## config.mk

```make
export PLATFORM = sky130hd
export DESIGN_NAME = nc_port_filter
export DESIGN_NICKNAME = d
export VERILOG_FILES = /design/src/rtl/nc_pkg.sv /design/src/rtl/nc_sync.sv /design/src/rtl/nc_strobe_div.sv /design/src/rtl/nc_bit_filter.sv /design/src/rtl/nc_port_filter.sv
export SDC_FILE = /design/constraint.sdc
export NUM_CORES = 1
export LEC_CHECK = 0
export BUFFER_PORTS_ARGS = -buffer_cell sky130_fd_sc_hd__buf_2
export CORE_MARGIN = 2
export CORE_UTILIZATION = 32
export CTS_BUF_LIST = sky130_fd_sc_hd__clkbuf_16
export CTS_CLUSTER_SIZE = 40
export DETAILED_ROUTE_END_ITERATION = 10
export GPL_TIMING_DRIVEN = 0
export PLACE_DENSITY = 0.49
export SYNTH_ARGS = -nofsm -noshare
export SYNTH_HDL_FRONTEND = slang
export SYNTH_SLANG_ARGS = --single-unit
```

## constraint.sdc

```tcl
create_clock -name clk -period 2.69 [get_ports clk]
set_input_delay 0.4035 -clock clk [delete_from_list [all_inputs] [get_ports clk]]
set_output_delay 0.4035 -clock clk [all_outputs]
set_load 0.01 [all_outputs]
```

## src/rtl/nc_pkg.sv

```systemverilog
package nc_pkg;

    typedef enum logic [1:0] {
        NC_A_EN  = 2'd0,
        NC_A_LVL = 2'd1,
        NC_A_SEL = 2'd2,
        NC_A_RB  = 2'd3
    } nc_addr_e;

    typedef enum logic [1:0] {
        FS_PASS,
        FS_IDLE,
        FS_RUN,
        FS_LOCK
    } nc_fstate_e;

endpackage

```

## src/rtl/nc_sync.sv

```systemverilog
module nc_sync #(
    parameter int W = 8
) (
    input  logic         clk,
    input  logic         rst_n,
    input  logic [W-1:0] d_i,
    output logic [W-1:0] q_o
);
    logic [W-1:0] meta_q;

    always_ff @(posedge clk or negedge rst_n) begin
        if (!rst_n) begin
            meta_q <= '0;
            q_o    <= '0;
        end else begin
            meta_q <= d_i;
            q_o    <= meta_q;
        end
    end
endmodule

```

## src/rtl/nc_strobe_div.sv

```systemverilog
module nc_strobe_div #(
    parameter int SEL_W = 2
) (
    input  logic             clk,
    input  logic             rst_n,
    input  logic [SEL_W-1:0] sel_i,
    output logic             stb_o
);
    localparam int DIV_W = 1 << SEL_W;

    logic [DIV_W-1:0] cnt_q;
    logic [DIV_W:0]   span;

    // strobe when the low (sel+1) bits of the counter are all ones
    always_comb begin
        span  = ((DIV_W + 1)'(2) << sel_i) - (DIV_W + 1)'(1);
        stb_o = ((cnt_q & span[DIV_W-1:0]) == span[DIV_W-1:0]);
    end

    always_ff @(posedge clk or negedge rst_n) begin
        if (!rst_n) cnt_q <= '0;
        else        cnt_q <= cnt_q + DIV_W'(1);
    end
endmodule

```

## src/rtl/nc_bit_filter.sv

```systemverilog
module nc_bit_filter
    import nc_pkg::*;
#(
    parameter int STABLE_N = 3
) (
    input  logic clk,
    input  logic rst_n,
    input  logic sync_i,
    input  logic en_i,
    input  logic lvl_i,
    input  logic stb_i,
    input  logic clr_i,
    output logic rb_o
);
    localparam int CW = $clog2(STABLE_N + 1);

    nc_fstate_e     state_q, state_d;
    logic [CW-1:0]  cnt_q, cnt_d;
    logic           rb_d;

    // state register
    always_ff @(posedge clk or negedge rst_n) begin
        if (!rst_n) state_q <= FS_PASS;
        else        state_q <= state_d;
    end

    // output and count registers
    always_ff @(posedge clk or negedge rst_n) begin
        if (!rst_n) begin
            cnt_q <= '0;
            rb_o  <= 1'b0;
        end else begin
            cnt_q <= cnt_d;
            rb_o  <= rb_d;
        end
    end

    always_comb begin
        state_d = state_q;
        cnt_d   = cnt_q;
        rb_d    = rb_o;
        if (clr_i) begin
            state_d = FS_IDLE;
            cnt_d   = '0;
        end else begin
            unique case (state_q)
                FS_PASS: begin
                    rb_d = sync_i;
                    if (en_i) state_d = FS_IDLE;
                end
                FS_IDLE, FS_RUN, FS_LOCK: begin
                    if (!en_i) begin
                        rb_d    = sync_i;
                        cnt_d   = '0;
                        state_d = FS_PASS;
                    end else if (stb_i) begin
                        if (sync_i != lvl_i) begin
                            rb_d    = sync_i;
                            cnt_d   = '0;
                            state_d = FS_IDLE;
                        end else if (state_q == FS_LOCK) begin
                            state_d = FS_LOCK;
                        end else if (cnt_q == CW'(STABLE_N - 1)) begin
                            rb_d    = lvl_i;
                            cnt_d   = '0;
                            state_d = FS_LOCK;
                        end else begin
                            cnt_d   = cnt_q + CW'(1);
                            state_d = FS_RUN;
                        end
                    end
                end
                default: state_d = FS_PASS;
            endcase
        end
    end
endmodule

```

## src/rtl/nc_port_filter.sv

```systemverilog
module nc_port_filter
    import nc_pkg::*;
#(
    parameter int PINS     = 8,
    parameter int SEL_W    = 2,
    parameter int STABLE_N = 3
) (
    input  logic            clk,
    input  logic            rst_n,
    input  logic [PINS-1:0] pin_in,
    input  logic [1:0]      bus_addr,
    input  logic            bus_we,
    input  logic [PINS-1:0] bus_wdata,
    output logic [PINS-1:0] bus_rdata
);
    logic [PINS-1:0]  en_q, lvl_q, sync, rb, clr;
    logic [SEL_W-1:0] sel_q;
    logic             stb;
    nc_addr_e         addr;

    assign addr = nc_addr_e'(bus_addr);

    // a write that flips a pin's enable or level bit restarts that pin
    always_comb begin
        clr = '0;
        if (bus_we && addr == NC_A_EN)  clr = bus_wdata ^ en_q;
        if (bus_we && addr == NC_A_LVL) clr = bus_wdata ^ lvl_q;
    end

    always_ff @(posedge clk or negedge rst_n) begin
        if (!rst_n) begin
            en_q  <= '0;
            lvl_q <= '0;
            sel_q <= '0;
        end else if (bus_we) begin
            unique case (addr)
                NC_A_EN:  en_q  <= bus_wdata;
                NC_A_LVL: lvl_q <= bus_wdata;
                NC_A_SEL: sel_q <= bus_wdata[SEL_W-1:0];
                NC_A_RB:  ;
                default:  ;
            endcase
        end
    end

    always_comb begin
        unique case (addr)
            NC_A_EN:  bus_rdata = en_q;
            NC_A_LVL: bus_rdata = lvl_q;
            NC_A_SEL: bus_rdata = PINS'(sel_q);
            NC_A_RB:  bus_rdata = rb;
            default:  bus_rdata = '0;
        endcase
    end

    nc_sync #(.W(PINS)) u_sync (
        .clk(clk), .rst_n(rst_n), .d_i(pin_in), .q_o(sync)
    );

    nc_strobe_div #(.SEL_W(SEL_W)) u_div (
        .clk(clk), .rst_n(rst_n), .sel_i(sel_q), .stb_o(stb)
    );

    for (genvar i = 0; i < PINS; i++) begin : g_pin
        nc_bit_filter #(.STABLE_N(STABLE_N)) u_flt (
            .clk   (clk),
            .rst_n (rst_n),
            .sync_i(sync[i]),
            .en_i  (en_q[i]),
            .lvl_i (lvl_q[i]),
            .stb_i (stb),
            .clr_i (clr[i]),
            .rb_o  (rb[i])
        );
    end
endmodule

```

==> results.ini <==
[run_status]
status=finished clean

[synth]
ys_seq_area_frac=0.4460
yosys.area.top_type=dfrtp_1
yosysTopAreaCellShare=0.4460
syn_nets=486
ys_top_cells_by_area=dfrtp_1, o21ai_0, ha_1, mux2_2, mux2i_1
ys_warn_count=0
ys_seq_elements=78
synthCells=448
synthFlopType=dfrtp_1
ys_types=45
synth_edf_count=0
async_reset_ff_frac=1.000
synth_area_um2=4377
synth.avg_cell_area_um2=9.769

[critical_path]
crit_path_max_incr_delay_ns=0.63
rr_endpoint=g_pin[2].u_flt.cnt_q[1]$_DFFE_PN0P_
crit_chain=buf_2 -> nor2b_1 -> buf_4 -> nand2_1 -> mux2_2
crit_path_max_fanout=11
crit_path_end_kind=register
rrSetupSlack_ns=0.60
critPathTopFamily=simple AND/OR/NAND/NOR gates
crit_start=bus_addr[1]
reg2reg_from=sel_q[1]$_DFFE_PN0P_
crit_slowest_cell=nor2b_1
crit_arrival_ns=2.46
cp-start-kind=input port
critPathRequiredTime_ns=2.92
worst-r2r-cell-count=6
worstSetupPathType=input port to register
crit_buf_inv=2

[grt]
grtUsageTotal=0.1613
overflow=0
grt_pass1_wl_um=18050
antenna_found_initial=0
grt_pass1_vias=3448
grt_max_degree=54

[clock_network]
cts_made_buffers=9
clock_path_buffers=2
clkSinkCount=78
h-tree-depth=3
cts_tree=done
root_buffer=clkbuf_16
clk_pin_slew_worst_paths_ns=0.06
cts_resized=0
clk_latency_ns=0.34

[die]
coreArea_um2=13300
die-height_um=121.0
rows=42
start_util=0.3292
die-width_um=121.0
dieArea_um2=14630
ioPinCount=29

[drt]
vias=3475
via_per_inst=5.218
route.detailed.drc=0
ant_nets=0
drt_iter0_drc=201
drt-wirelength-per-cell_um=16.45
wl_um=10950
first_pass_iters=4

[power]
peakVddDrop_v=0.0004253
powerDensity_nw_per_um2=751.3
p_leak_uw=0.002198
finalPower_uw=3786

[timing]
fin_crit_ns=2.237
max_freq_mhz=447.0
finalHoldViolCount=0
clock_skew_ns=0.003612
setup_viol=0
slew_viol_final=0
setup_tns_ns=0
relSlewSlack=0.4986
rsz0062_at_grt=false
worstMarginPinSlew_ns=0.7505
period_share=0.8317

[cells_and_area]
drive_above_1_share=0.1592
fin_cells=666
area_growth_pct=15.12
nNetsFinal=525
fillers=1339
antenna_cells=0

[min_path]
hold_end=u_sync.meta_q[4]$_DFF_PN0_
worstHoldPathType=input port to register
hold_path.startpoint=pin_in[4]
hold_depth=1

[placement]
port_buffers=27
dp.cells=652
gp_congestion=0.8630
dpl.hpwl_um=7302

[flow_run]
max_cap_violations=0

layout by cell type, fill, tap and decap left out, types with 4 or more instances in the layout:
master	n
nor3_1	8
nand4b_1	10
o211ai_1	13
nand2b_1	15
o21ai_1	4
a21oi_1	25
xnor2_1	9
mux2_2	18
xor2_1	6
mux2i_1	19
nor2b_1	6
clkbuf_16	9
nand3_1	16
clkbuf_1	7
ha_1	17
dfrtp_1	78
nor2_1	25
nand2_1	44
inv_1	19
buf_2	33
buf_4	4
mux2_1	4
a21o_1	6
o21ai_0	47
metal layers:
metal,part of all wire,global-route usage,vias up
met3,0.034,0.02538,15
met5,0,0,-
met2,0.46,0.2549,57
met4,0.020,0.06831,0
met1,0.49,0.2192,1716
li1,-,-,1687
area by class of cell:
| type | count | area [um^2] | area share |
|---|---|---|---|
| clock buffers | 9 | 225.2 | 0.04470 |
| clock inverters | 5 | 45.04 | 0.008940 |
| plain buffers | 19 | 110.1 | 0.02185 |
| multi-input cells | 333 | 2247 | 0.4460 |
| repair buffers | 29 | 175.2 | 0.03477 |
| well taps | 176 | 220.2 | 0.04370 |
| flip-flops and latches | 78 | 1952 | 0.3874 |
| inverters | 17 | 63.81 | 0.01266 |
sequential cells by signal (all words and copies together), names as in the netlist:
name                 count
g_pin.u_flt.cnt_q       16
g_pin.u_flt.state_q     16
en_q                     8
g_pin.u_flt.rb_o         8
lvl_q                    8
u_sync.meta_q            8
u_sync.q_o               8
u_div.cnt_q              4
sel_q                    2
worst reg2reg max path, cell delays in order, from the launching register on:
cell and delay, ns:
dfrtp_1 0.44, nor2b_1 0.18, o21ai_1 0.43, nand2_1 0.31, buf_2 0.31, o221ai_1 0.18, a21boi_0 0.12
per-stage QoR:
stage                     hold WS (ns)  cell area [um^2]  utilization  worst slack, ns
after floorplan                 0.1079              4377            -            1.051
after global placement          0.3325              4732       0.3559          0.08787
after detailed placement        0.3358              4762       0.3582          0.07603
after CTS                       0.1540              5042       0.3793          0.07050
after global routing            0.1593              5039       0.3790           0.3246
final                           0.1634              5039       0.3790           0.4528
cell usage after synthesis, types with 2 or more instances:
cell and instances:
dfrtp_1 78, o2bb2ai_1 3, xnor2_1 9, xor2_1 6, o21ai_0 47, mux2_2 18, nor3_1 8, buf_4 3
a21o_1 6, nand2b_1 15, o21ai_1 4, o21ai_2 2, ha_1 17, nor2_1 25, mux2_4 2, o32a_1 3
o211ai_1 13, a21boi_0 3, a211oi_2 2, mux2_1 4, nand3_1 16, inv_1 17, nand4b_1 10, nand2_1 44
buf_2 7, nand2_2 3, a31oi_1 3, mux2i_1 19, or3b_1 3, a211oi_1 3, o221ai_1 3, a21oi_1 25
nor2b_1 6, nand4_1 3, clkbuf_1 8
worst max path at each step:
stage | endpoint | slack (ns) | cells past startpoint
after floorplan | g_pin[7].u_flt.rb_o$_DFFE_PN0P_ | 1.05 | 5
after global placement | bus_rdata[5] | 0.09 | 7
after detailed placement | bus_rdata[5] | 0.08 | 7
after CTS | bus_rdata[5] | 0.07 | 7
after global routing | lvl_q[1]$_DFFE_PN0N_ | 0.32 | 5
final | lvl_q[1]$_DFFE_PN0N_ | 0.45 | 5
what timing repair did:
action                     4_1_cts  5_1_grt
buffers inserted                 0        0
hold endpoints to repair        25        0
hold buffers                     1        0
setup endpoints to repair        0        1
logic make-up (layout without fill, tap and decap cells):
logic type,Yosys count,after routing,synth area share
compound gates,122,122,0.1721
xor+xnor,15,15,0.03002
fa+ha+maj,17,17,0.04860
buf+inv,37,79,0.04059
flops,78,78,0.4460
mux,43,43,0.1069
simple gates,136,136,0.1558
report_power, final:
group / total (uW) / leakage (uW) / switching [uW] / internal [uW]
Clock: 1160 / 0.000139 / 466 / 695
Combinational: 1070 / 0.00109 / 609 / 457
Sequential: 1560 / 0.000972 / 189 / 1370
Total: 3790 / 0.00220 / 1260 / 2520
(Power assumes the default switching activity.)
